[src/rtl/nanprop_pkg.sv]
package nanprop_pkg;

  // Operand classes used by the selection logic.
  typedef enum logic [1:0] {
    CLS_NUM    = 2'd0,
    CLS_QUIET  = 2'd1,
    CLS_SIGNAL = 2'd2
  } nan_cls_e;

  // Selection rule sets; code 3 falls back to the ordered rule.
  typedef enum logic [1:0] {
    POL_ORDERED   = 2'd0,
    POL_FIRST_NAN = 2'd1,
    POL_MAGNITUDE = 2'd2,
    POL_SPARE     = 2'd3
  } sel_pol_e;

endpackage

[src/rtl/nanprop_classify.sv]
module nanprop_classify
  import nanprop_pkg::*;
#(
  parameter int EXP_W  = 8,
  parameter int FRAC_W = 23
) (
  input  logic [EXP_W+FRAC_W-1:0] mag,
  input  logic                    snan_msb_one,
  output nan_cls_e                cls
);
  logic [EXP_W-1:0]  exp_f;
  logic [FRAC_W-1:0] frac_f;
  logic              is_nan;
  logic              msb_signals;

  assign exp_f  = mag[EXP_W+FRAC_W-1:FRAC_W];
  assign frac_f = mag[FRAC_W-1:0];
  assign is_nan = (&exp_f) && (|frac_f);
  // The MSB marks a signaling NaN when it matches the polarity pin.
  assign msb_signals = (frac_f[FRAC_W-1] == snan_msb_one);

  always_comb begin
    if (!is_nan)          cls = CLS_NUM;
    else if (msb_signals) cls = CLS_SIGNAL;
    else                  cls = CLS_QUIET;
  end
endmodule

[src/rtl/nanprop_pick.sv]
module nanprop_pick
  import nanprop_pkg::*;
#(
  parameter int W = 32
) (
  input  logic [W-1:0] opa,
  input  logic [W-1:0] opb,
  input  nan_cls_e     cls_a,
  input  nan_cls_e     cls_b,
  input  logic [1:0]   policy,
  output logic         take_b
);
  logic a_sig, b_sig, a_qui, b_qui, a_any;
  logic a_wins_mag;

  assign a_sig = (cls_a == CLS_SIGNAL);
  assign b_sig = (cls_b == CLS_SIGNAL);
  assign a_qui = (cls_a == CLS_QUIET);
  assign b_qui = (cls_b == CLS_QUIET);
  assign a_any = a_sig | a_qui;

  // Magnitude without sign; on equal magnitude the smaller raw word wins.
  always_comb begin
    if (opa[W-2:0] > opb[W-2:0])      a_wins_mag = 1'b1;
    else if (opa[W-2:0] < opb[W-2:0]) a_wins_mag = 1'b0;
    else                              a_wins_mag = (opa < opb);
  end

  always_comb begin
    unique case (sel_pol_e'(policy))
      POL_FIRST_NAN: take_b = !a_any;
      POL_MAGNITUDE: begin
        if (a_sig)      take_b = b_sig ? !a_wins_mag : b_qui;
        else if (a_qui) take_b = b_qui ? !a_wins_mag : 1'b0;
        else            take_b = 1'b1;
      end
      default: begin
        if (a_sig)      take_b = 1'b0;
        else if (b_sig) take_b = 1'b1;
        else            take_b = !a_qui;
      end
    endcase
  end
endmodule

[src/rtl/nanprop_finish.sv]
module nanprop_finish
  import nanprop_pkg::*;
#(
  parameter int EXP_W  = 8,
  parameter int FRAC_W = 23
) (
  input  logic [EXP_W+FRAC_W:0] chosen,
  input  nan_cls_e              chosen_cls,
  input  logic                  snan_msb_one,
  input  logic                  dflt_mode,
  output logic [EXP_W+FRAC_W:0] result
);
  localparam int W = 1 + EXP_W + FRAC_W;

  logic [W-1:0] canon;
  logic [W-1:0] quieted;

  // Canonical NaN: positive, exponent all ones, fraction set by polarity.
  always_comb begin
    canon                    = '0;
    canon[W-2:FRAC_W]        = '1;
    if (snan_msb_one) canon[FRAC_W-2:0] = '1;
    else              canon[FRAC_W-1]   = 1'b1;
  end

  always_comb begin
    quieted             = chosen;
    quieted[FRAC_W-1]   = 1'b1;
  end

  always_comb begin
    if (dflt_mode)                          result = canon;
    else if (chosen_cls != CLS_SIGNAL)      result = chosen;
    else if (snan_msb_one)                  result = canon;
    else                                    result = quieted;
  end
endmodule

[src/rtl/nanprop_unit.sv]
module nanprop_unit
  import nanprop_pkg::*;
#(
  parameter int EXP_W  = 8,
  parameter int FRAC_W = 23
) (
  input  logic                      clk,
  input  logic                      rst_n,
  input  logic                      in_valid,
  output logic                      in_ready,
  input  logic [EXP_W+FRAC_W:0]     in_a,
  input  logic [EXP_W+FRAC_W:0]     in_b,
  input  logic [1:0]                sel_policy,
  input  logic                      snan_msb_one,
  input  logic                      dflt_mode,
  output logic                      out_valid,
  input  logic                      out_ready,
  output logic [EXP_W+FRAC_W:0]     out_result,
  output logic                      out_invalid
);
  localparam int W       = 1 + EXP_W + FRAC_W;
  localparam int N_OPND  = 2;

  logic [W-1:0] opnd [N_OPND];
  nan_cls_e     cls  [N_OPND];
  logic         take_b;
  logic [W-1:0] chosen;
  nan_cls_e     chosen_cls;
  logic [W-1:0] result_d;
  logic         invalid_d;
  logic         accept;

  assign opnd[0] = in_a;
  assign opnd[1] = in_b;

  for (genvar gi = 0; gi < N_OPND; gi++) begin : g_cls
    nanprop_classify #(.EXP_W(EXP_W), .FRAC_W(FRAC_W)) u_cls (
      .mag          (opnd[gi][W-2:0]),
      .snan_msb_one (snan_msb_one),
      .cls          (cls[gi])
    );
  end

  nanprop_pick #(.W(W)) u_pick (
    .opa    (in_a),
    .opb    (in_b),
    .cls_a  (cls[0]),
    .cls_b  (cls[1]),
    .policy (sel_policy),
    .take_b (take_b)
  );

  assign chosen     = take_b ? in_b : in_a;
  assign chosen_cls = take_b ? cls[1] : cls[0];
  assign invalid_d  = (cls[0] == CLS_SIGNAL) || (cls[1] == CLS_SIGNAL);

  nanprop_finish #(.EXP_W(EXP_W), .FRAC_W(FRAC_W)) u_fin (
    .chosen       (chosen),
    .chosen_cls   (chosen_cls),
    .snan_msb_one (snan_msb_one),
    .dflt_mode    (dflt_mode),
    .result       (result_d)
  );

  assign in_ready = !out_valid || out_ready;
  assign accept   = in_valid && in_ready;

  always_ff @(posedge clk or negedge rst_n) begin
    if (!rst_n) begin
      out_valid <= 1'b0;
    end else if (in_ready) begin
      out_valid <= in_valid;
    end
  end

  always_ff @(posedge clk) begin
    if (accept) begin
      out_result  <= result_d;
      out_invalid <= invalid_d;
    end
  end
endmodule

[config.mk]
export PLATFORM = sky130hd
export DESIGN_NAME = nanprop_unit
export DESIGN_NICKNAME = d
export VERILOG_FILES = /design/src/rtl/nanprop_pkg.sv /design/src/rtl/nanprop_classify.sv /design/src/rtl/nanprop_pick.sv /design/src/rtl/nanprop_finish.sv /design/src/rtl/nanprop_unit.sv
export SDC_FILE = /design/constraint.sdc
export NUM_CORES = 1
export LEC_CHECK = 0
export BUFFER_PORTS_ARGS = -buffer_cell sky130_fd_sc_hd__buf_2
export CAP_MARGIN = 20
export CELL_PAD_IN_SITES_DETAIL_PLACEMENT = 0
export CELL_PAD_IN_SITES_GLOBAL_PLACEMENT = 2
export CORE_AREA = 2 2 109 111
export CTS_BUF_LIST = sky130_fd_sc_hd__clkbuf_2
export DETAILED_ROUTE_END_ITERATION = 10
export DIE_AREA = 0 0 111 113
export PLACE_DENSITY = 0.89
export RECOVER_POWER = 50
export SYNTH_ARGS = -nofsm -noshare
export SYNTH_HDL_FRONTEND = slang
export SYNTH_HIERARCHICAL = 1
export SYNTH_SLANG_ARGS = --single-unit
export TNS_END_PERCENT = 5
[constraint.sdc]
create_clock -name clk -period 1.6 [get_ports clk]
set_input_delay 0.08 -clock clk [delete_from_list [all_inputs] [get_ports clk]]
set_output_delay 0.08 -clock clk [all_outputs]
set_load 0.01 [all_outputs]
==> results by group <==
Critical path
  – Setup CP Type: input port to flip-flop
  – Worst EP required: 1.72 ns
  – Critical path, cell by cell: buf_8 > or4_4 > nor2_4 > a211oi_4 > inv_1 > ha_2 > nor2_2 > a21oi_2 > o21ai_1 > o211ai_1 > o211ai_4 > mux2_4 > nor2b_4 > o21ai_4 > buf_12 > buf_6 > o21ai_2
  – Crit start category: input port
  – Worst EP arrival: 2.83 ns
  – Worst path top cell family by delay: compound AO/OA/AOI/OAI gates
  – Slowest CP cell: or4_4
  – Buffer and inverter count on the worst path: 4
  – Crit path max fanout: 8
  – CP Capture Type: flip-flop
  – Crit path largest cell delay: 0.54 ns
  – R2r setup slk: 0.37 ns

STA
  – TNS Setup: -33.11 ns
  – Slew HR: 68.0%
  – Setup ws final: -1.10 ns
  – Final Hold Vio Count: 0
  – Achievable Freq: 0.370 GHz
  – Pins Over Slew Limit: 0
  – Clk_skew: 0.0205 ns
  – Hold Slack: 0.113 ns
  – Unrepaired setup endpoints after global routing: true
  – Setup-failing EPs final: 32
  – Slew @ Worst Pin: 0.477 ns
  – Period utilization: 169%
  – Tmin final: 2.70 ns

Clocking
  – Clock-pin slew on the worst setup and hold paths: 0.20 ns
  – CTS buffer count: 5
  – H-tree levels: 2
  – Clk root buf: clkbuf_2
  – Clock Path Buffers: 2
  – Clk_lat worst skew: 0.37 ns
  – TritonCTS clock tree: done
  – Num Clock Sinks: 34

Pwr
  – Power density over the cells: 575 nW/µm²
  – Sw frac: 30.2%
  – Lkg Pwr: 2.30 nW
  – Combinational Power Share: 39.1%
  – Largest vdd supply drop: 0.300 mV
  – Clk pwr share: 21.1%
  – Net switching power: 0.815 mW
  – Sequential power share: 39.8%
  – P_int: 1.88 mW
  – Total Power: 2.70 mW

Place
  – Post-DP Area: 4480 µm²
  – IO buf count: 106
  – Placed cells: 633
  – GP Congestion: 0.886
  – Pre-CTS setup slack: -1.63 ns
  – HPWL Detailed: 7940 µm

GRT
  – Antenna violations before repair: 0
  – First-pass GRT wire length: 15000 µm
  – Total GRT Usage: 14.8%
  – GR Overflow Total: 0
  – Largest net degree at the start of global routing: 34
  – Vias in the first global route: 3070

Synthesis
  – FFs w/ async S/R, synth: 2.94%
  – Count of state elements after synthesis: 34
  – Synth Net Count: 421
  – Area contributors post-synth: edfxtp_1 (31%), ha_1 (14%), mux2_4 (13%), inv_1 (7.1%), o21ai_2 (2.7%)
  – Top-area cell type share of the netlist area: 30.7%
  – Cell variety after synth: 50
  – EDFF count, synth: 33
  – Area leader, netlist: edfxtp_1
  – Average size of a mapped cell: 10.3 µm²
  – Main synth FF type: edfxtp_1
  – Mapped Cells: 313
  – Synthesized cell area: 3230 µm²
  – Share of the yosys chip area belonging to registers: 31.5%
  – Yosys warning count: 6

Finish
  – Fin cells: 648
  – Most frequent cells in the layout: buf_4 (75), buf_2 (70), inv_1 (61), clkbuf_1 (34), ha_1 (34)
  – Share of cells above drive strength 1: 45.5%
  – Diodes inserted: 0
  – Final core occ: 41.7%
  – Area Overhead vs Synth: 45.5%
  – Final net count: 612
  – Most common cell after layout, fill and taps aside: buf_4
  – Post-route cell area: 4700 µm²
  – FILL cells: 1150

Routing
  – Vias per cell: 4.55
  – Antenna Nets Post-Route: 0
  – DR pass1 iterations: 5
  – Final wirelength: 9460 µm
  – WL per Instance: 14.6 µm
  – Via Count: 2947
  – DRT iter0 DRCs: 122
  – DRC viols: 0

Floorplan
  – Die height: 113 µm
  – Core area: 11300 µm²
  – Die X: 111 µm
  – IO Count: 107
  – Initial core utilization: 28.6%
  – Num rows: 39
  – Die area: 12500 µm²

Min path
  – Min-Delay Path Class: input port to flip-flop

Run status
  – Violated checks: setup timing
  – Status: finished with violations

Job
  – Max_cap viols: 0
==> path summary, 6_finish.rpt <==
kind	startpoint	end	depth (start not counted)
worst max-delay path	in_a[9]	out_result[9]$_DFFE_PP_	17
worst min-delay path	in_b[23]	out_result[23]$_DFFE_PP_	3
worst max register to register	out_valid$_DFFE_PN0P_	out_result[13]$_DFFE_PP_	3
worst min register to register	out_valid$_DFFE_PN0P_	out_result[28]$_DFFE_PP_	3
max in group asynchronous	rst_n	out_valid$_DFFE_PN0P_	3
min in group asynchronous	rst_n	out_valid$_DFFE_PN0P_	3
==> routing by layer <==
layer  share of wire [%]  GRT usage [%]  vias up
li1                    -              -     1498
met1                  45           19.0     1347
met2                  48           25.6       94
met3                 5.5           2.95        8
met4                 1.1           4.00        0
met5                   0              0        -
==> power by group through the flow <==
| stage | combinational (mW) | clock, mW | sequential (mW) |
|---|---|---|---|
| 6_report | 1.06 | 0.570 | 1.07 |
| 5_1_grt | 1.16 | 0.616 | 1.08 |
| 4_1_cts | 1.08 | 0.585 | 1.07 |
| 3_5_place_dp | 1.03 | 0 | 1.09 |
| 3_3_place_gp | 1.01 | 0 | 1.09 |
| 2_1_floorplan | 0.561 | 0 | 1.13 |
==> Yosys cell counts (all sizes together) (2+ instances only) <==
master,n
a211oi,3
a21o,4
a21oi,15
and2,2
and3,3
and4,8
buf,9
edfxtp,33
ha,36
inv,61
mux2,33
nand2,8
nand2b,11
nand3,7
nand4,3
nor2,9
nor2b,5
nor3,4
nor3b,2
nor4,6
o211ai,3
o21ai,28
o22ai,2
o311ai,2
or4,4
xor2,2
==> cell families after synthesis <==
kind of cell	count (synthesis)	share of synthesized area, %
fa+ha+maj	36	14.0
buf+inv	70	10.7
simple gates	74	14.3
mux	33	14.8
flops	34	31.5
compound gates	64	14.2
xor+xnor	2	0.543
==> cell type report <==
class	count	area (µm²)	area share (%)
multi-input cells	209	1980	42.1
repair buffers	193	1230	26.2
flip-flops and latches	34	1020	21.6
inverters	61	229	4.88
well taps	143	179	3.81
clock inverters	2	33.8	0.719
clock buffers	6	30.0	0.639
==> registers in the layout (all words and copies together), names as in the netlist <==
| signal | count |
|---|---|
| out_invalid | 1 |
| out_result | 32 |
| out_valid | 1 |
==> worst min-delay path, cell delays in order <==
cell,delay [ns]
buf_2,0.11
mux2_4,0.13
nand2b_1,0.09
==> repair_timing <==
action	in CTS	in global routing
endpoints found under the setup margin	32	32
pin swaps	8	1
buffers inserted	3	0
endpoints found under the hold margin	2	0
gates resized for setup	27	1
hold buffers	4	0
Note: power is estimated with default switching activity, not from simulation.
